File: src/rtl/mmc_cmd_pkg.sv
package mmc_cmd_pkg;

    typedef enum logic [2:0] {
        ST_IDLE,
        ST_INIT,
        ST_SYNC,
        ST_TX,
        ST_RWAIT,
        ST_RSP,
        ST_BUSY
    } seq_st_e;

    typedef enum logic [1:0] {
        RT_NONE  = 2'd0,
        RT_SHORT = 2'd1,
        RT_LONG  = 2'd2,
        RT_BUSY  = 2'd3
    } rsp_kind_e;

    localparam logic [2:0] SP_STD   = 3'd0;
    localparam logic [2:0] SP_INIT  = 3'd1;
    localparam logic [2:0] SP_SYNC  = 3'd2;
    localparam logic [2:0] SP_ITCMD = 3'd4;
    localparam logic [2:0] SP_ITRSP = 3'd5;

endpackage

File: src/rtl/mmc_frame_build.sv
module mmc_frame_build #(
    parameter int IDX_W = 6,
    parameter int ARG_W = 32,
    localparam int MSG_W = IDX_W + ARG_W + 2,
    localparam int FRAME_W = MSG_W + 8
) (
    input  logic [IDX_W-1:0]   idx,
    input  logic [ARG_W-1:0]   arg,
    output logic [FRAME_W-1:0] frame
);

    logic [MSG_W-1:0] msg;
    logic [6:0]       crc;
    logic             fb;

    always_comb begin
        msg = {1'b0, 1'b1, idx, arg};
        crc = 7'd0;
        fb  = 1'b0;
        for (int i = MSG_W - 1; i >= 0; i--) begin
            fb     = msg[i] ^ crc[6];
            crc    = {crc[5:0], fb};
            crc[3] = crc[3] ^ fb;
        end
        frame = {msg, crc, 1'b1};
    end

endmodule

File: src/rtl/mmc_crc7_ser.sv
module mmc_crc7_ser (
    input  logic       clk,
    input  logic       rst_n,
    input  logic       clr,
    input  logic       en,
    input  logic       din,
    output logic [6:0] crc
);

    logic [6:0] crc_d, crc_q;
    logic       fb;

    always_comb begin
        fb    = din ^ crc_q[6];
        crc_d = crc_q;
        if (clr) begin
            crc_d = 7'd0;
        end else if (en) begin
            crc_d = {crc_q[5:3], crc_q[2] ^ fb, crc_q[1:0], fb};
        end
    end

    always_ff @(posedge clk or negedge rst_n) begin
        if (!rst_n) crc_q <= 7'd0;
        else        crc_q <= crc_d;
    end

    assign crc = crc_q;

endmodule

File: src/rtl/mmc_cmd_seq.sv
module mmc_cmd_seq
    import mmc_cmd_pkg::*;
#(
    parameter int IDX_W      = 6,
    parameter int ARG_W      = 32,
    parameter int SHORT_W    = 48,
    parameter int LONG_W     = 136,
    parameter int INIT_TICKS = 74,
    parameter int TMO_TICKS  = 64,
    localparam int CMD_W     = IDX_W + 5,
    localparam int FRAME_W   = IDX_W + ARG_W + 10,
    localparam int CRC_SPAN  = SHORT_W - 8,
    localparam int CNT_MAX_A = (FRAME_W > LONG_W) ? FRAME_W : LONG_W,
    localparam int CNT_MAX_B = (INIT_TICKS > TMO_TICKS) ? INIT_TICKS : TMO_TICKS,
    localparam int CNT_MAX   = (CNT_MAX_A > CNT_MAX_B) ? CNT_MAX_A : CNT_MAX_B,
    localparam int CNT_W     = $clog2(CNT_MAX + 1)
) (
    input  logic              clk,
    input  logic              rst_n,
    input  logic              clk_en,
    input  logic              wr_en,
    input  logic [CMD_W-1:0]  wr_cmd,
    input  logic [ARG_W-1:0]  wr_arg,
    input  logic              blk_end,
    input  logic              cmd_in,
    input  logic              dat0_in,
    output logic              cmd_out,
    output logic              cmd_rdy,
    output logic              it_lock,
    output logic              rsp_timeout,
    output logic              rsp_crc_err,
    output logic [LONG_W-1:0] rsp_bits
);

    typedef struct packed {
        seq_st_e             st;
        logic [CNT_W-1:0]    cnt;
        logic [FRAME_W-1:0]  sh;
        logic [LONG_W-1:0]   rsp;
        rsp_kind_e           rt;
        logic                rdy;
        logic                lock;
        logic                tmo;
        logic                crc_err;
    } seq_t;

    seq_t s_d, s_q;

    // descriptor fields
    logic [IDX_W-1:0]   idx_in;
    rsp_kind_e          rt_in;
    logic [2:0]         sp_in;
    logic [FRAME_W-1:0] frame;
    logic               accept;
    logic               crc_en;
    logic [6:0]         crc_rx;
    logic [LONG_W-1:0]  rsp_next;
    logic [CNT_W-1:0]   last_bit;

    assign idx_in = wr_cmd[IDX_W-1:0];
    assign rt_in  = rsp_kind_e'(wr_cmd[IDX_W+1:IDX_W]);
    assign sp_in  = wr_cmd[IDX_W+4:IDX_W+2];

    mmc_frame_build #(
        .IDX_W (IDX_W),
        .ARG_W (ARG_W)
    ) u_frame (
        .idx   (idx_in),
        .arg   (wr_arg),
        .frame (frame)
    );

    mmc_crc7_ser u_crc_rx (
        .clk   (clk),
        .rst_n (rst_n),
        .clr   (accept),
        .en    (crc_en),
        .din   (cmd_in),
        .crc   (crc_rx)
    );

    always_comb begin
        s_d      = s_q;
        crc_en   = 1'b0;
        accept   = wr_en && s_q.rdy && (!s_q.lock || sp_in == SP_ITRSP);
        rsp_next = {s_q.rsp[LONG_W-2:0], cmd_in};
        last_bit = (s_q.rt == RT_LONG) ? CNT_W'(LONG_W - 1) : CNT_W'(SHORT_W - 1);

        unique case (s_q.st)
            ST_IDLE: begin
                if (accept) begin
                    s_d.tmo     = 1'b0;
                    s_d.crc_err = 1'b0;
                    s_d.rsp     = '0;
                    s_d.cnt     = '0;
                    s_d.rt      = rt_in;
                    s_d.sh      = frame;
                    if (sp_in == SP_ITCMD)      s_d.lock = 1'b1;
                    else if (sp_in == SP_ITRSP) s_d.lock = 1'b0;
                    if (sp_in == SP_INIT)       s_d.st = ST_INIT;
                    else if (sp_in == SP_SYNC)  s_d.st = ST_SYNC;
                    else                        s_d.st = ST_TX;
                end
            end
            ST_INIT: begin
                if (clk_en) begin
                    if (s_q.cnt == CNT_W'(INIT_TICKS - 1)) begin
                        s_d.cnt = '0;
                        s_d.st  = ST_IDLE;
                    end else begin
                        s_d.cnt = s_q.cnt + 1'b1;
                    end
                end
            end
            ST_SYNC: begin
                if (blk_end) s_d.st = ST_TX;
            end
            ST_TX: begin
                if (clk_en) begin
                    s_d.sh = {s_q.sh[FRAME_W-2:0], 1'b1};
                    if (s_q.cnt == CNT_W'(FRAME_W - 1)) begin
                        s_d.cnt = '0;
                        s_d.st  = (s_q.rt == RT_NONE) ? ST_IDLE : ST_RWAIT;
                    end else begin
                        s_d.cnt = s_q.cnt + 1'b1;
                    end
                end
            end
            ST_RWAIT: begin
                if (clk_en) begin
                    if (!cmd_in) begin
                        s_d.rsp = rsp_next;
                        crc_en  = 1'b1;
                        s_d.cnt = CNT_W'(1);
                        s_d.st  = ST_RSP;
                    end else if (s_q.cnt == CNT_W'(TMO_TICKS - 1)) begin
                        s_d.cnt = '0;
                        s_d.tmo = 1'b1;
                        s_d.st  = ST_IDLE;
                    end else begin
                        s_d.cnt = s_q.cnt + 1'b1;
                    end
                end
            end
            ST_RSP: begin
                if (clk_en) begin
                    s_d.rsp = rsp_next;
                    if (s_q.cnt < CNT_W'(CRC_SPAN)) crc_en = 1'b1;
                    if (s_q.cnt == last_bit) begin
                        s_d.cnt = '0;
                        if (s_q.rt != RT_LONG) s_d.crc_err = (rsp_next[7:1] != crc_rx);
                        s_d.st = (s_q.rt == RT_BUSY) ? ST_BUSY : ST_IDLE;
                    end else begin
                        s_d.cnt = s_q.cnt + 1'b1;
                    end
                end
            end
            ST_BUSY: begin
                if (clk_en && dat0_in) s_d.st = ST_IDLE;
            end
            default: s_d.st = ST_IDLE;
        endcase

        s_d.rdy = (s_d.st == ST_IDLE);
    end

    always_ff @(posedge clk or negedge rst_n) begin
        if (!rst_n) begin
            s_q         <= '0;
            s_q.st      <= ST_IDLE;
            s_q.rt      <= RT_NONE;
            s_q.sh      <= '1;
            s_q.rdy     <= 1'b1;
        end else begin
            s_q <= s_d;
        end
    end

    assign cmd_out     = (s_q.st == ST_TX) ? s_q.sh[FRAME_W-1] : 1'b1;
    assign cmd_rdy     = s_q.rdy;
    assign it_lock     = s_q.lock;
    assign rsp_timeout = s_q.tmo;
    assign rsp_crc_err = s_q.crc_err;
    assign rsp_bits    = s_q.rsp;

    // ready implies a released line
    assert_idle_line_R1: assert property (@(posedge clk) disable iff (!rst_n)
        cmd_rdy |-> cmd_out);

    // a freshly started frame opens with its start bit
    assert_start_bit_R2: assert property (@(posedge clk) disable iff (!rst_n)
        ($fell(cmd_rdy) && s_q.st == ST_TX) |-> !cmd_out);

    // the line bit holds between card clock ticks
    assert_bit_hold_R2: assert property (@(posedge clk) disable iff (!rst_n)
        (s_q.st == ST_TX && !clk_en) |=> $stable(cmd_out));

    // a write while busy leaves the outgoing frame untouched
    assert_write_protect_R4: assert property (@(posedge clk) disable iff (!rst_n)
        (!cmd_rdy && wr_en && s_q.st == ST_TX && !clk_en) |=> $stable(s_q.sh));

    // under the lock, non-response writes are dropped
    assert_lock_drop_R7: assert property (@(posedge clk) disable iff (!rst_n)
        (it_lock && cmd_rdy && wr_en && sp_in != SP_ITRSP) |=> (cmd_rdy && it_lock));

    // a timeout always hands control back
    assert_timeout_ready_R8: assert property (@(posedge clk) disable iff (!rst_n)
        $rose(rsp_timeout) |-> cmd_rdy);

    // busy phase releases only on a tick with data-0 high
    assert_busy_hold_R11: assert property (@(posedge clk) disable iff (!rst_n)
        (s_q.st == ST_BUSY && !(clk_en && dat0_in)) |=> !cmd_rdy);

endmodule

File: config.mk
export PLATFORM = sky130hd
export DESIGN_NAME = mmc_cmd_seq
export DESIGN_NICKNAME = d
export VERILOG_FILES = /design/src/rtl/mmc_cmd_pkg.sv /design/src/rtl/mmc_frame_build.sv /design/src/rtl/mmc_crc7_ser.sv /design/src/rtl/mmc_cmd_seq.sv
export SDC_FILE = /design/constraint.sdc
export NUM_CORES = 1
export LEC_CHECK = 0
export BUFFER_PORTS_ARGS = -buffer_cell sky130_fd_sc_hd__buf_4
export CAP_MARGIN = 20
export CORE_ASPECT_RATIO = 1.2
export CORE_UTILIZATION = 40
export DETAILED_ROUTE_END_ITERATION = 10
export GPL_TIMING_DRIVEN = 0
export HOLD_SLACK_MARGIN = 0.06
export PLACE_DENSITY_LB_ADDON = 0.3
export SYNTH_ARGS = -nofsm -noshare
export SYNTH_HDL_FRONTEND = slang
export SYNTH_SLANG_ARGS = --single-unit
File: constraint.sdc
create_clock -name clk -period 3 [get_ports clk]
set_input_delay 0.75 -clock clk [delete_from_list [all_inputs] [get_ports clk]]
set_output_delay 0.75 -clock clk [all_outputs]
set_load 0.01 [all_outputs]
==> results_dict.tcl, run 1 <==
set metrics [dict create \
    outcome "completed" \
    period_share_pct 90.86 \
    routed_wirelength_um 24390 \
    synthCells 1180 \
    hold_buffers 0 \
    hold_viol 0 \
    drtIter0Drc 463 \
    initial_core_util_pct 41.16 \
    p_per_area_nw_per_um2 623.4 \
    final_cells 1742 \
    p_leak_nw 6.162 \
    min_period_ns 2.726 \
    rsz0062_at_grt "no" \
    grt_pass1_vias 8383 \
    grt_first_pass_wirelength_um 41370 \
    dp_cells 1700 \
    postRouteAntennaNets 0 \
    grt_max_degree 107 \
    fin_worst_skew_ns 0.01039 \
    syn_area_um2 10610 \
    crit_family "compound AO/OA/AOI/OAI gates" \
    clock_latency_ns 0.51 \
    core_region_area_um2 25780 \
    vias_per_cell 4.836 \
    die_y_um 180.4 \
    clockBufferDepth 3 \
    max_freq_ghz 0.3669 \
    row_count 64 \
    r2r_start "s_q[193]" \
    setup_tns_ns 0 \
    ys_seq_elements 208 \
    critical_path_buf_inv_count 1 \
    antenna_found_initial 0 \
    ir_drop_mv 0.3595 \
    required_ns 3.36 \
    synth_edf_count 0 \
    cts_tree "yes" \
    gp_congestion 0.8408 \
    cts-root-buf "clkbuf_16" \
    portBuffers 189 \
    syn_nets 1232 \
    synth-seq-area-share_pct 49.62 \
    slowest_delay_ns 0.56 \
    route.detailed.drc 0 \
    cp_slowest_cell "o31ai_2" \
    r2r_slack_ns 0.27 \
    end_kind "register" \
    vias 8425 \
    finalMaxSlewViolations 0 \
    clk_pin_slew_worst_paths_ns 0.06 \
    ys.flop_type "dfrtp_1" \
    synth_cell_type_count 53 \
    start_kind "register" \
    ioPinCount 191 \
    detail_route.first_pass.iterations 5 \
    htreeDepth 1 \
    drive_gt1_share_pct 30.59 \
    crit_path_frequent_cell "o21ai_0" \
    drv_cap 0 \
    worstPathCellList "clkbuf_1 > or3b_1 > mux2_2 > nor4_4 > o32ai_1 > o31ai_2 > nor2_1 > o21ai_0 > o21ai_0" \
    avgSynthCellArea_um2 8.995 \
    path_max_fanout 9 \
    dp_hpwl_um 17720 \
    nFillCells 2455 \
    path_class "reg2reg" \
    nets 1447 \
    power_w 0.008267 \
    yosysWarnings 0 \
    gr-usage-all-layers_pct 18.51 \
    diodes 0 \
    worst_slew_pin_slew_ns 0.8238 \
    setup_viol 0 \
    crit_start "s_q[193]" \
    die_w_um 150.7 \
    area_growth_pct 24.94 \
    maxSlewHeadroom_pct 45.08 \
    arrival_ns 3.08 \
    cts.sink_count 208 \
    async_flop_share_pct 100.0 \
    globalRouteOverflowTotal 0 \
    die_area_um2 27190 \
    hp-class "in2async" \
    post_cts_buffers 0 \
    cts_buffers 23 \
    wl_per_cell_um 14.00 \
]
## cells by family (layout without fill, tap and decap cells)
family,count (synthesis),count (layout),synth area share (%)
and+or+nand+nor,440,440,16.63
adders and majority gates,2,2,0.2357
AOI/OAI and AO/OA,231,231,12.50
xor gates and xnor gates,83,83,8.075
DFF,208,208,49.62
muxes,8,8,0.7663
buffers and inverters,208,440,12.18
## worst register-to-register path: stages (launching register included)
cell and delay (ns):
dfrtp_1 0.36, clkbuf_1 0.18, or3b_1 0.37, mux2_2 0.29
nor4_4 0.29, o32ai_1 0.22, o31ai_2 0.56, nor2_1 0.07
o21ai_0 0.14, o21ai_0 0.10
## through the flow
stage,setup slack (ns),hold WS (ns),cell area [µm²],utilization [%]
3_3_place_gp,-0.7903,0.4461,12450,48.27
6_report,0.2742,0.2790,13260,51.43
5_1_grt,0.008259,0.3276,13260,51.43
3_5_place_dp,-0.7652,0.4471,12480,48.40
2_1_floorplan,0.3753,0.4389,10610,-
4_1_cts,0.05843,0.3346,13250,51.39
## cell type report
class	instances	area [µm²]	area share, %
Multi-Input combinational cell	764	4074	30.72
Tap cell	330	412.9	3.113
Clock inverter	12	138.9	1.047
Timing Repair Buffer	190	1454	10.96
Buffer	204	1279	9.642
Inverter	4	15.01	0.1132
Sequential cell	208	5266	39.71
Clock buffer	30	621.8	4.689
## power by group
part           internal (W)  switching [W]
clock               0.00172        0.00113
sequential          0.00334       0.000216
combinational      0.000827        0.00104
total               0.00589        0.00238
## layout by cell type (no fill, tap or decap), types with 3 or more instances in the layout
cell and instances:
nand2_1 376, buf_4 324, dfrtp_1 159, o21ai_0 156
clkbuf_1 71, xnor2_1 53, dfstp_2 49, a22oi_1 45
nor2_1 25, clkbuf_16 23, xor2_1 17, xnor2_2 9
nand3_1 8, mux2i_1 7, o21ai_1 7, nand2b_1 5
a21oi_1 5, clkinv_2 5, inv_1 4, nand3b_1 4
and3_1 3, bufinv_16 3
## path summary, 6_finish.rpt
kind | cells after the start | end
max | 9 | s_q[193]
min | 1 | rsp_bits[113]
max reg2reg | 9 | s_q[193]
min reg2reg | 2 | s_q[158]
max in group asynchronous | 2 | rsp_bits[34]
min in group clk | 3 | s_q[4]
## routing by layer
| layer | GRT usage [%] | wire length [µm] |
|---|---|---|
| met5 | 0 | 0 |
| met4 | 4.000 | 386 |
| met3 | 3.266 | 1469 |
| met2 | 32.02 | 11930 |
| met1 | 23.95 | 10600 |
## sequential cells by signal, indices dropped and copies added (netlist names)
name	cells
rsp_bits	136
s_q	61
u_crc_rx.crc	7
cmd_rdy	1
it_lock	1
rsp_crc_err	1
rsp_timeout	1
## synth_stat cells (all sizes together) (4+ instances only)
cell type / instances / share of area (%)
a21oi: 6 / 0.28
a22oi: 45 / 3.2
buf: 137 / 9.7
clkbuf: 67 / 2.4
dfrtp: 159 / 37
dfstp: 49 / 12
inv: 4 / 0.14
mux2i: 7 / 0.66
nand2: 376 / 13
nand2b: 5 / 0.29
nand3: 8 / 0.38
nand3b: 4 / 0.28
nor2: 26 / 0.92
o21ai: 163 / 7.7
xnor2: 63 / 6.0
xor2: 17 / 1.4
## timing repair
| action | in CTS | in global routing |
|---|---|---|
| endpoints found under the setup margin | 81 | 81 |
| gates cloned | 0 | 0 |
| resized for setup | 2 | 4 |
Note: power is estimated with default switching activity, not from simulation.
==> inputs of run 2 (changes only) <==
==> constraint.sdc (replaced) <==
create_clock -name clk -period 2.8 [get_ports clk]
set_input_delay 0.7 -clock clk [delete_from_list [all_inputs] [get_ports clk]]
set_output_delay 0.7 -clock clk [all_outputs]
set_load 0.01 [all_outputs]
==> results_dict.tcl, run 2 (same netlist as run 1, synthesis figures left out) <==
set metrics [dict create \
    outcome "completed" \
    route.detailed.drc 0 \
    rsz0062_at_grt "no" \
    cts_buffers 23 \
    cts-root-buf "clkbuf_16" \
    nFillCells 2455 \
    layout_common_cells "nand2_1, buf_4, dfrtp_1" \
    min_period_ns 2.583 \
    path_max_fanout 9 \
    final_area_um2 13280 \
    required_ns 3.22 \
    htreeDepth 1 \
    detail_route.first_pass.iterations 5 \
    die_w_um 150.7 \
    routed_wirelength_um 24370 \
    wl_per_cell_um 14.00 \
    clk_pin_slew_worst_paths_ns 0.06 \
    max_freq_ghz 0.3872 \
    drv_cap 0 \
    core_region_area_um2 25780 \
    ioPinCount 191 \
    p_per_area_nw_per_um2 668.0 \
    p_leak_nw 6.164 \
    gp_congestion 0.8408 \
    dp_hpwl_um 17720 \
    final_common_cell "nand2_1" \
    cts_tree "yes" \
    nets 1446 \
    die_area_um2 27190 \
    clock_latency_ns 0.51 \
    postRouteAntennaNets 0 \
    vias_per_cell 4.847 \
    dp_slack_ns -0.9152 \
    setup_tns_ns 0 \
    whs_ns 0.2394 \
    hold_viol 0 \
    gr-usage-all-layers_pct 18.51 \
    vias 8438 \
    globalRouteOverflowTotal 0 \
    grt_pass1_vias 8383 \
    worst_slew_pin_slew_ns 0.8229 \
    fin_worst_skew_ns 0.01181 \
    setup_ws_ns 0.2171 \
    maxSlewHeadroom_pct 45.14 \
    arrival_ns 3.00 \
    period_share_pct 92.25 \
    finalMaxSlewViolations 0 \
    drive_gt1_share_pct 30.62 \
    seq_area_um2 5266 \
    grt_max_degree 107 \
    ir_drop_mv 0.3844 \
    die_y_um 180.4 \
    multi_input_area_um2 4094 \
    end_kind "register" \
    placed_area_um2 12480 \
    portBuffers 189 \
    hold_buffers 0 \
    setup_viol 0 \
    post_cts_buffers 0 \
    grt_first_pass_wirelength_um 41370 \
    cts.sink_count 208 \
    path_class "reg2reg" \
    row_count 64 \
    largest_reg_flops 136 \
    diodes 0 \
    start_kind "register" \
    antenna_found_initial 0 \
    clockBufferDepth 3 \
    initial_core_util_pct 41.16 \
    hp-class "in2async" \
    drtIter0Drc 467 \
    area_growth_pct 25.10 \
]
[run 2: cell count changes in the layout (fill, tap and decap cells not counted), sizes merged]
cell    change
clkbuf      -1
[run 2: worst paths after layout]
path	startpoint	end	slack [ns]	cells past startpoint
max in group asynchronous	rst_n	rsp_bits[34]	1.59	2
max	s_q[193]	cmd_rdy	0.22	7
min in group clk	wr_cmd[6]	s_q[4]	0.40	3
min	rst_n	rsp_bits[117]	0.24	1
max reg2reg	s_q[193]	cmd_rdy	0.22	7
min reg2reg	s_q[158]	s_q[158]	0.46	2
[run 2: stage by stage]
step                      util [%]  cells  total power [W]
after CTS                    51.40   1742         0.008958
after detailed placement     48.40   1700         0.005871
final                        51.49   1741         0.008870
after global routing         51.49   1741         0.009355
after floorplan                  -   1180         0.005335
after global placement       48.27   1699         0.005817
[run 2: worst max-delay path, cell delays in order, from the launching register on]
cell,delay [ns]
dfrtp_1,0.36
clkbuf_1,0.18
or3b_1,0.37
mux2_2,0.29
nor4_4,0.30
o32ai_1,0.26
or4b_1,0.54
nor3_1,0.21
[run 2: cell type report]
| class | count | share of cell area [%] |
|---|---|---|
| Inverter | 4 | 0.1131 |
| Clock buffer | 30 | 4.683 |
| Multi-Input combinational cell | 764 | 30.83 |
| Sequential cell | 208 | 39.66 |
| Clock inverter | 12 | 1.046 |
| Timing Repair Buffer | 190 | 10.95 |
| Buffer | 203 | 9.602 |
| Tap cell | 330 | 3.110 |
[run 2: timing repair]
item | in CTS | in global routing
pin swaps | 0 | 1
gates resized for setup | 4 | 5
setup endpoints to repair | 176 | 123
[run 2: per-layer routing]
layer | share of wire [%] | up-vias | global-route usage (%) | wire, µm
met5 | 0 | - | 0 | 0
met4 | 1.5 | 0 | 4.000 | 377
met3 | 6.2 | 32 | 3.266 | 1510
met2 | 49 | 226 | 32.02 | 11960
met1 | 43 | 4008 | 23.95 | 10530
li1 | - | 4172 | - | -
[run 2: power breakdown]
part | internal, W | leakage [nW] | switching, W | total (W)
Combinational | 0.000891 | 3.07 | 0.00111 | 0.00200
Sequential | 0.00358 | 2.72 | 0.000233 | 0.00382
Clock | 0.00184 | 0.373 | 0.00121 | 0.00305
Total | 0.00631 | 6.16 | 0.00256 | 0.00887
